$ cat config.mk
export PLATFORM = sky130hd
export DESIGN_NAME = spec_load_table
export DESIGN_NICKNAME = d
export VERILOG_FILES = /design/src/rtl/slat_pkg.sv /design/src/rtl/slat_entry_cmp.sv /design/src/rtl/slat_pick.sv /design/src/rtl/spec_load_table.sv
export SDC_FILE = /design/constraint.sdc
export NUM_CORES = 2
export LEC_CHECK = 0
export BUFFER_PORTS_ARGS = -buffer_cell sky130_fd_sc_hd__buf_2
export CORE_MARGIN = 2
export CORE_UTILIZATION = 57
export CTS_BUF_LIST = sky130_fd_sc_hd__clkbuf_8
export CTS_CLUSTER_SIZE = 24
export DETAILED_ROUTE_END_ITERATION = 16
export GPL_TIMING_DRIVEN = 0
export PLACE_DENSITY = 0.76
export SLEW_MARGIN = 20
export SYNTH_ARGS = -nofsm -noshare
export SYNTH_HDL_FRONTEND = slang
export SYNTH_SLANG_ARGS = --single-unit
$ cat constraint.sdc
create_clock -name clk -period 3.36 [get_ports clk]
set_input_delay 0.672 -clock clk [delete_from_list [all_inputs] [get_ports clk]]
set_output_delay 0.672 -clock clk [all_outputs]
set_load 0.05 [all_outputs]
$ cat src/rtl/slat_pkg.sv
package slat_pkg;

    typedef enum logic [1:0] {
        SZ_BYTE  = 2'd0,
        SZ_HALF  = 2'd1,
        SZ_WORD  = 2'd2,
        SZ_DWORD = 2'd3
    } acc_size_e;

    // Byte lanes covered inside one dword, clipped at lane 7.
    function automatic logic [7:0] lane_mask(input logic [2:0] off, input logic [1:0] sz);
        logic [4:0]  n;
        logic [15:0] m;
        n = 5'd1 << sz;
        m = ((16'd1 << n) - 16'd1) << off;
        return m[7:0];
    endfunction

endpackage

$ cat src/rtl/slat_entry_cmp.sv
module slat_entry_cmp #(
    parameter int TAG_W = 6,
    parameter int DW_W  = 29
) (
    input  logic             vld,
    input  logic [TAG_W-1:0] tag,
    input  logic [DW_W-1:0]  dw,
    input  logic [7:0]       mask,
    input  logic [TAG_W-1:0] ld_tag,
    input  logic [TAG_W-1:0] chk_tag,
    input  logic             st_valid,
    input  logic [DW_W-1:0]  st_dw,
    input  logic [7:0]       st_be,
    output logic             ld_hit,
    output logic             chk_hit,
    output logic             st_kill
);
    always_comb begin
        ld_hit  = vld && (tag == ld_tag);
        chk_hit = vld && (tag == chk_tag);
        st_kill = vld && st_valid && (dw == st_dw) && (|(mask & st_be));
    end
endmodule

$ cat src/rtl/slat_pick.sv
module slat_pick #(
    parameter int N = 32,
    localparam int IDX_W = (N > 1) ? $clog2(N) : 1
) (
    input  logic [N-1:0]     vec,
    output logic             any,
    output logic [IDX_W-1:0] idx
);
    always_comb begin
        any = 1'b0;
        idx = '0;
        for (int i = N - 1; i >= 0; i--) begin
            if (vec[i]) begin
                any = 1'b1;
                idx = IDX_W'(i);
            end
        end
    end
endmodule

$ cat src/rtl/spec_load_table.sv
module spec_load_table #(
    parameter int NUM_SLOTS = 32,
    parameter int TAG_W     = 6,
    parameter int ADDR_W    = 32,
    localparam int DW_W     = ADDR_W - 3,
    localparam int IDX_W    = (NUM_SLOTS > 1) ? $clog2(NUM_SLOTS) : 1
) (
    input  logic              clk,
    input  logic              rst,
    input  logic              ld_valid,
    input  logic [TAG_W-1:0]  ld_tag,
    input  logic [ADDR_W-1:0] ld_addr,
    input  logic [1:0]        ld_size,
    input  logic              st_valid,
    input  logic [DW_W-1:0]   st_dword,
    input  logic [7:0]        st_be,
    input  logic              chk_valid,
    input  logic [TAG_W-1:0]  chk_tag,
    output logic              chk_resp_valid,
    output logic              chk_ok,
    output logic              chk_redo
);
    import slat_pkg::*;

    typedef struct packed {
        logic [NUM_SLOTS-1:0]            vld;
        logic [NUM_SLOTS-1:0][TAG_W-1:0] tag;
        logic [NUM_SLOTS-1:0][DW_W-1:0]  dw;
        logic [NUM_SLOTS-1:0][7:0]       mask;
        logic [IDX_W-1:0]                rr;
        logic                            rsp;
        logic                            ok;
    } state_t;

    state_t state_d, state_q;

    logic [NUM_SLOTS-1:0] ld_hit, chk_hit, st_kill;
    logic                 ld_hit_any, free_any;
    logic [IDX_W-1:0]     ld_hit_idx, free_idx;

    for (genvar g = 0; g < NUM_SLOTS; g++) begin : g_slot
        slat_entry_cmp #(.TAG_W(TAG_W), .DW_W(DW_W)) u_cmp (
            .vld      (state_q.vld[g]),
            .tag      (state_q.tag[g]),
            .dw       (state_q.dw[g]),
            .mask     (state_q.mask[g]),
            .ld_tag   (ld_tag),
            .chk_tag  (chk_tag),
            .st_valid (st_valid),
            .st_dw    (st_dword),
            .st_be    (st_be),
            .ld_hit   (ld_hit[g]),
            .chk_hit  (chk_hit[g]),
            .st_kill  (st_kill[g])
        );
    end

    slat_pick #(.N(NUM_SLOTS)) u_hit_pick (
        .vec (ld_hit),
        .any (ld_hit_any),
        .idx (ld_hit_idx)
    );

    slat_pick #(.N(NUM_SLOTS)) u_free_pick (
        .vec (~state_q.vld),
        .any (free_any),
        .idx (free_idx)
    );

    always_comb begin
        logic [IDX_W-1:0] slot;
        state_d     = state_q;
        state_d.rsp = chk_valid;
        state_d.ok  = chk_valid && (|(chk_hit & ~st_kill));

        // Stores kill first, a passing check releases its slot.
        state_d.vld = state_q.vld & ~st_kill & ~(chk_valid ? chk_hit : '0);

        slot = state_q.rr;
        if (ld_hit_any) begin
            slot = ld_hit_idx;
        end else if (free_any) begin
            slot = free_idx;
        end

        if (ld_valid) begin
            if (!ld_hit_any && !free_any) begin
                state_d.rr = (state_q.rr == IDX_W'(NUM_SLOTS - 1)) ? '0 : state_q.rr + 1'b1;
            end
            state_d.vld[slot]  = 1'b1;
            state_d.tag[slot]  = ld_tag;
            state_d.dw[slot]   = ld_addr[ADDR_W-1:3];
            state_d.mask[slot] = lane_mask(ld_addr[2:0], ld_size);
        end
    end

    always_ff @(posedge clk) begin
        if (rst) begin
            state_q <= '0;
        end else begin
            state_q <= state_d;
        end
    end

    assign chk_resp_valid = state_q.rsp;
    assign chk_ok         = state_q.rsp && state_q.ok;
    assign chk_redo       = state_q.rsp && !state_q.ok;


    resp_follows_chk: assert property (@(posedge clk) disable iff (rst)
        chk_valid |=> chk_resp_valid);


    no_spurious_resp_chk: assert property (@(posedge clk) disable iff (rst)
        !chk_valid |=> !chk_resp_valid);


    miss_gives_redo_chk: assert property (@(posedge clk) disable iff (rst)
        (chk_valid && !(|chk_hit)) |=> chk_redo);


    same_cycle_kill_chk: assert property (@(posedge clk) disable iff (rst)
        (chk_valid && (|(chk_hit & st_kill))) |=> chk_redo);


    load_occupies_chk: assert property (@(posedge clk) disable iff (rst)
        ld_valid |=> ($countones(state_q.vld) != 0));


    full_stays_full_chk: assert property (@(posedge clk) disable iff (rst)
        (ld_valid && !st_valid && !chk_valid && ($countones(state_q.vld) == NUM_SLOTS))
        |=> ($countones(state_q.vld) == NUM_SLOTS));

endmodule

==> impl_metrics.csv <==
group,metric,value,unit
logic_synthesis,synth_area,72800,sq um
critical_path,end_kind,"register",
sta,period_minus_slack,3.68,ns
logic_synthesis,syn_nets,7315,
place,port_buffers,44,
detailed_routing,finalWirelength,322000,um
clock_network,htreeDepth,4,
cells_and_area,drive_gt1_share,14.2,%
sta,tightest_slew,1.38,ns
logic_synthesis,synth_top_area_share,38.9,%
logic_synthesis,synthTopCellsByCount,"nand2b_1 (1,420), dfxtp_1 (1,415), mux2i_1 (1,380), xor2_1 (848), xnor2_1 (437)",
place,dpl.hpwl,217000,um
logic_synthesis,synthCells,7225,
sta,rsz0062_at_grt,"true",
cells_and_area,final_cell_count_no_fill,9537,
sta,fin_ws,-0.316,ns
die,die_area,131000,sq um
detailed_routing,vias,61800,
sta,final-max-slew-violation-count,0,
logic_synthesis,synth_edf_count,0,
cells_and_area,fin_nets,7779,
global_route,track_usage,46.4,%
critical_path,worstSetupStartpointType,"primary input",
die,die_x,361,um
pwr,ir_drop,0.443,mV
detailed_routing,viasPerCell,6.48,
critical_path,crit_type,"in -> reg",
clock_network,cts.hold.buffers_added,0,
detailed_routing,highest_layer,"met5",
detailed_routing,drc,0,
pwr,power_frac_clock,43.1,%
pwr,share_seq_of_total_power,46.4,%
detailed_routing,wl_met1,114000,um
hold_path,hp-class,"in -> reg",
logic_synthesis,yosysTopAreaCell,"dfxtp_1",
sta,hold_viol_final,0,
logic_synthesis,synth_ff_type,"dfxtp_1",
detailed_routing,route.met3.wl,50700,um
global_route,grt_max_degree,19,
clock_network,cts_sinks,1415,
clock_network,clockBufferDepth,3,
pwr,pwr-share-comb,10.5,%
sta,relSlewSlack,7.73,%
logic_synthesis,synth.most_common_cell,"nand2b_1",
die,row_count,131,
global_route,gr-total-overflow,0,
global_route,grt_first_pass_wirelength,430000,um
pwr,p_sw,10.4,mW
critical_path,worstPathArrival,4.46,ns
cells_and_area,area_growth,16.8,%
global_route,grt_pass1_vias,58000,
pwr,power,36.4,mW
detailed_routing,post_drt_wl_per_cell,33.7,um
clock_network,clk_pin_slew,0.06,ns
pwr,p_sw_share,28.4,%
clock_network,cts_tree,"yes",
clock_network,clock_latency,1.03,ns
sta,setup_viol,359,
sta,finClkSkew,0.0567,ns
cells_and_area,fin_area,85000,sq um
critical_path,crit_fanout,10,
pwr,powerDensity,428,nW/um^2
detailed_routing,first_iter_violations,9782,
detailed_routing,ant_nets,0,
outcome,status,"complete, but fails checks",
clock_network,numCtsBuffers,230,
sta,max_freq,0.272,GHz
logic_synthesis,synth-seq-cells,1415,
global_route,antenna_found_initial,22,
place,placedCellCount,8965,
die,coreArea,127000,sq um
logic_synthesis,yosys_warnings,0,
critical_path,crit_required,4.14,ns
die,start_util,57.2,%
place,placed_area,76100,sq um
pwr,intPower,26.1,mW
sta,whs,0.221,ns
detailed_routing,wl_met2,125000,um
logic_synthesis,yosysSeqAreaShare,38.9,%
sta,fin_crit_sh,109,%
outcome,violations,"setup timing",
pwr,p_leak,40.9,nW
logic_synthesis,synthArstFlopShare,0,%
logic_synthesis,synth_cell_type_count,70,
die,pin_count,91,
die,die_height,361,um
place,routabilityCongestion,1.04,
logic_synthesis,synth_area_leaders,"dfxtp_1 (39%), mux2i_1 (19%), nand2b_1 (12%), xor2_1 (10%), xnor2_1 (5.3%)",
logic_synthesis,avgSynthCellArea,10.1,sq um
clock_network,root_buffer,"clkbuf_8",
detailed_routing,first_pass_iters,8,
run,max_cap_violations,0,
power by group through the flow:
stage                     logic [mW]  registers (mW)  clock network, mW
after floorplan                 1.87            17.3                  0
after global placement          3.33            17.3                  0
after detailed placement        3.47            17.3                  0
after CTS                       3.52            16.9               15.4
after global routing            3.76            16.9               16.1
final                           3.84            16.9               15.7
area by class of cell:
| type | count | area (sq um) |
|---|---|---|
| fill | 9814 | 42200 |
| multi-input combinational | 5106 | 41700 |
| sequential | 1415 | 28500 |
| buffer | 654 | 4730 |
| clock buffer | 298 | 4100 |
| timing repair buffer | 248 | 3270 |
| tap | 1662 | 2080 |
| clock inverter | 107 | 551 |
| inverter | 34 | 128 |
| antenna | 13 | 32.5 |
critical path: stages:
cell and delay, ns:
clkbuf_2 0.44, buf_4 0.51, clkbuf_2 0.49, buf_16 0.23, xnor2_1 0.16, o21ai_0 0.13
nor4_1 0.36, nand4_1 0.51, a22oi_2 0.42, and4_1 0.25, a41oi_2 0.25
metal layers:
metal / GRT usage, % / up-vias
li1: - / 25300
met1: 56.6 / 29900
met2: 64.4 / 5040
met3: 18.3 / 1535
met4: 37.4 / 16
met5: 0 / -
kinds of logic (layout without fill, tap and decap cells):
| family | Yosys count | in the layout | share of synthesized area (%) |
|---|---|---|---|
| other | 0 | 13 | 0 |
| AO/OA/AOI/OAI | 305 | 305 | 3.11 |
| buffers and inverters | 704 | 1341 | 5.22 |
| flip-flops | 1415 | 1415 | 38.9 |
| adder cells (fa/ha/maj) | 2 | 2 | 0.0344 |
| XOR/XNOR | 1285 | 1285 | 15.5 |
| multiplexers | 1380 | 1380 | 19.0 |
| AND/OR/NAND/NOR | 2134 | 2134 | 18.3 |
path summary, 6_finish.rpt:
kind                                 to                     start  depth (start not counted)  slack, ns
hold reg to reg                register                  register                          2       0.47
hold / removal                 register                ld_addr[0]                          4       0.22
setup / recovery  state_q[0]$_SDFF_PP0_               st_dword[6]                         11      -0.32
setup reg to reg               register  state_q[1392]$_SDFF_PP0_                         11      -0.12
metrics by stage:
| step | utilization (%) | TNS (ns) | setup slack (ns) |
|---|---|---|---|
| finish | 66.9 | -21.33 | -0.316 |
| global route | 66.8 | -33.10 | -0.129 |
| CTS | 64.6 | -2.27 | -0.0636 |
| detailed placement | 59.9 | -1310.66 | -2.12 |
| global placement | 59.1 | -1385.45 | -3.83 |
| floorplan | - | 0 | 0.00268 |
timing repair:
action                     in CTS  in global routing
setup endpoints to repair    1409               1290
pin swaps                      30                 54
hold endpoints to repair        0                  0
cloned                          6                 43
resized for setup             265                292
setup buffers                  40                 89
cells in the final DEF, fill, tap and decap left out, types with 130 or more instances in the layout:
master,netlist,layout
xor2_1,848,822
nand2b_1,1420,1420
nand4_1,223,223
xnor2_1,437,430
nor4_1,228,199
clkbuf_1,411,322
clkbuf_8,0,300
a22oi_1,135,134
buf_4,51,130
dfxtp_1,1415,1341
mux2i_1,1380,1377
Note: power is estimated with default switching activity, not from simulation.
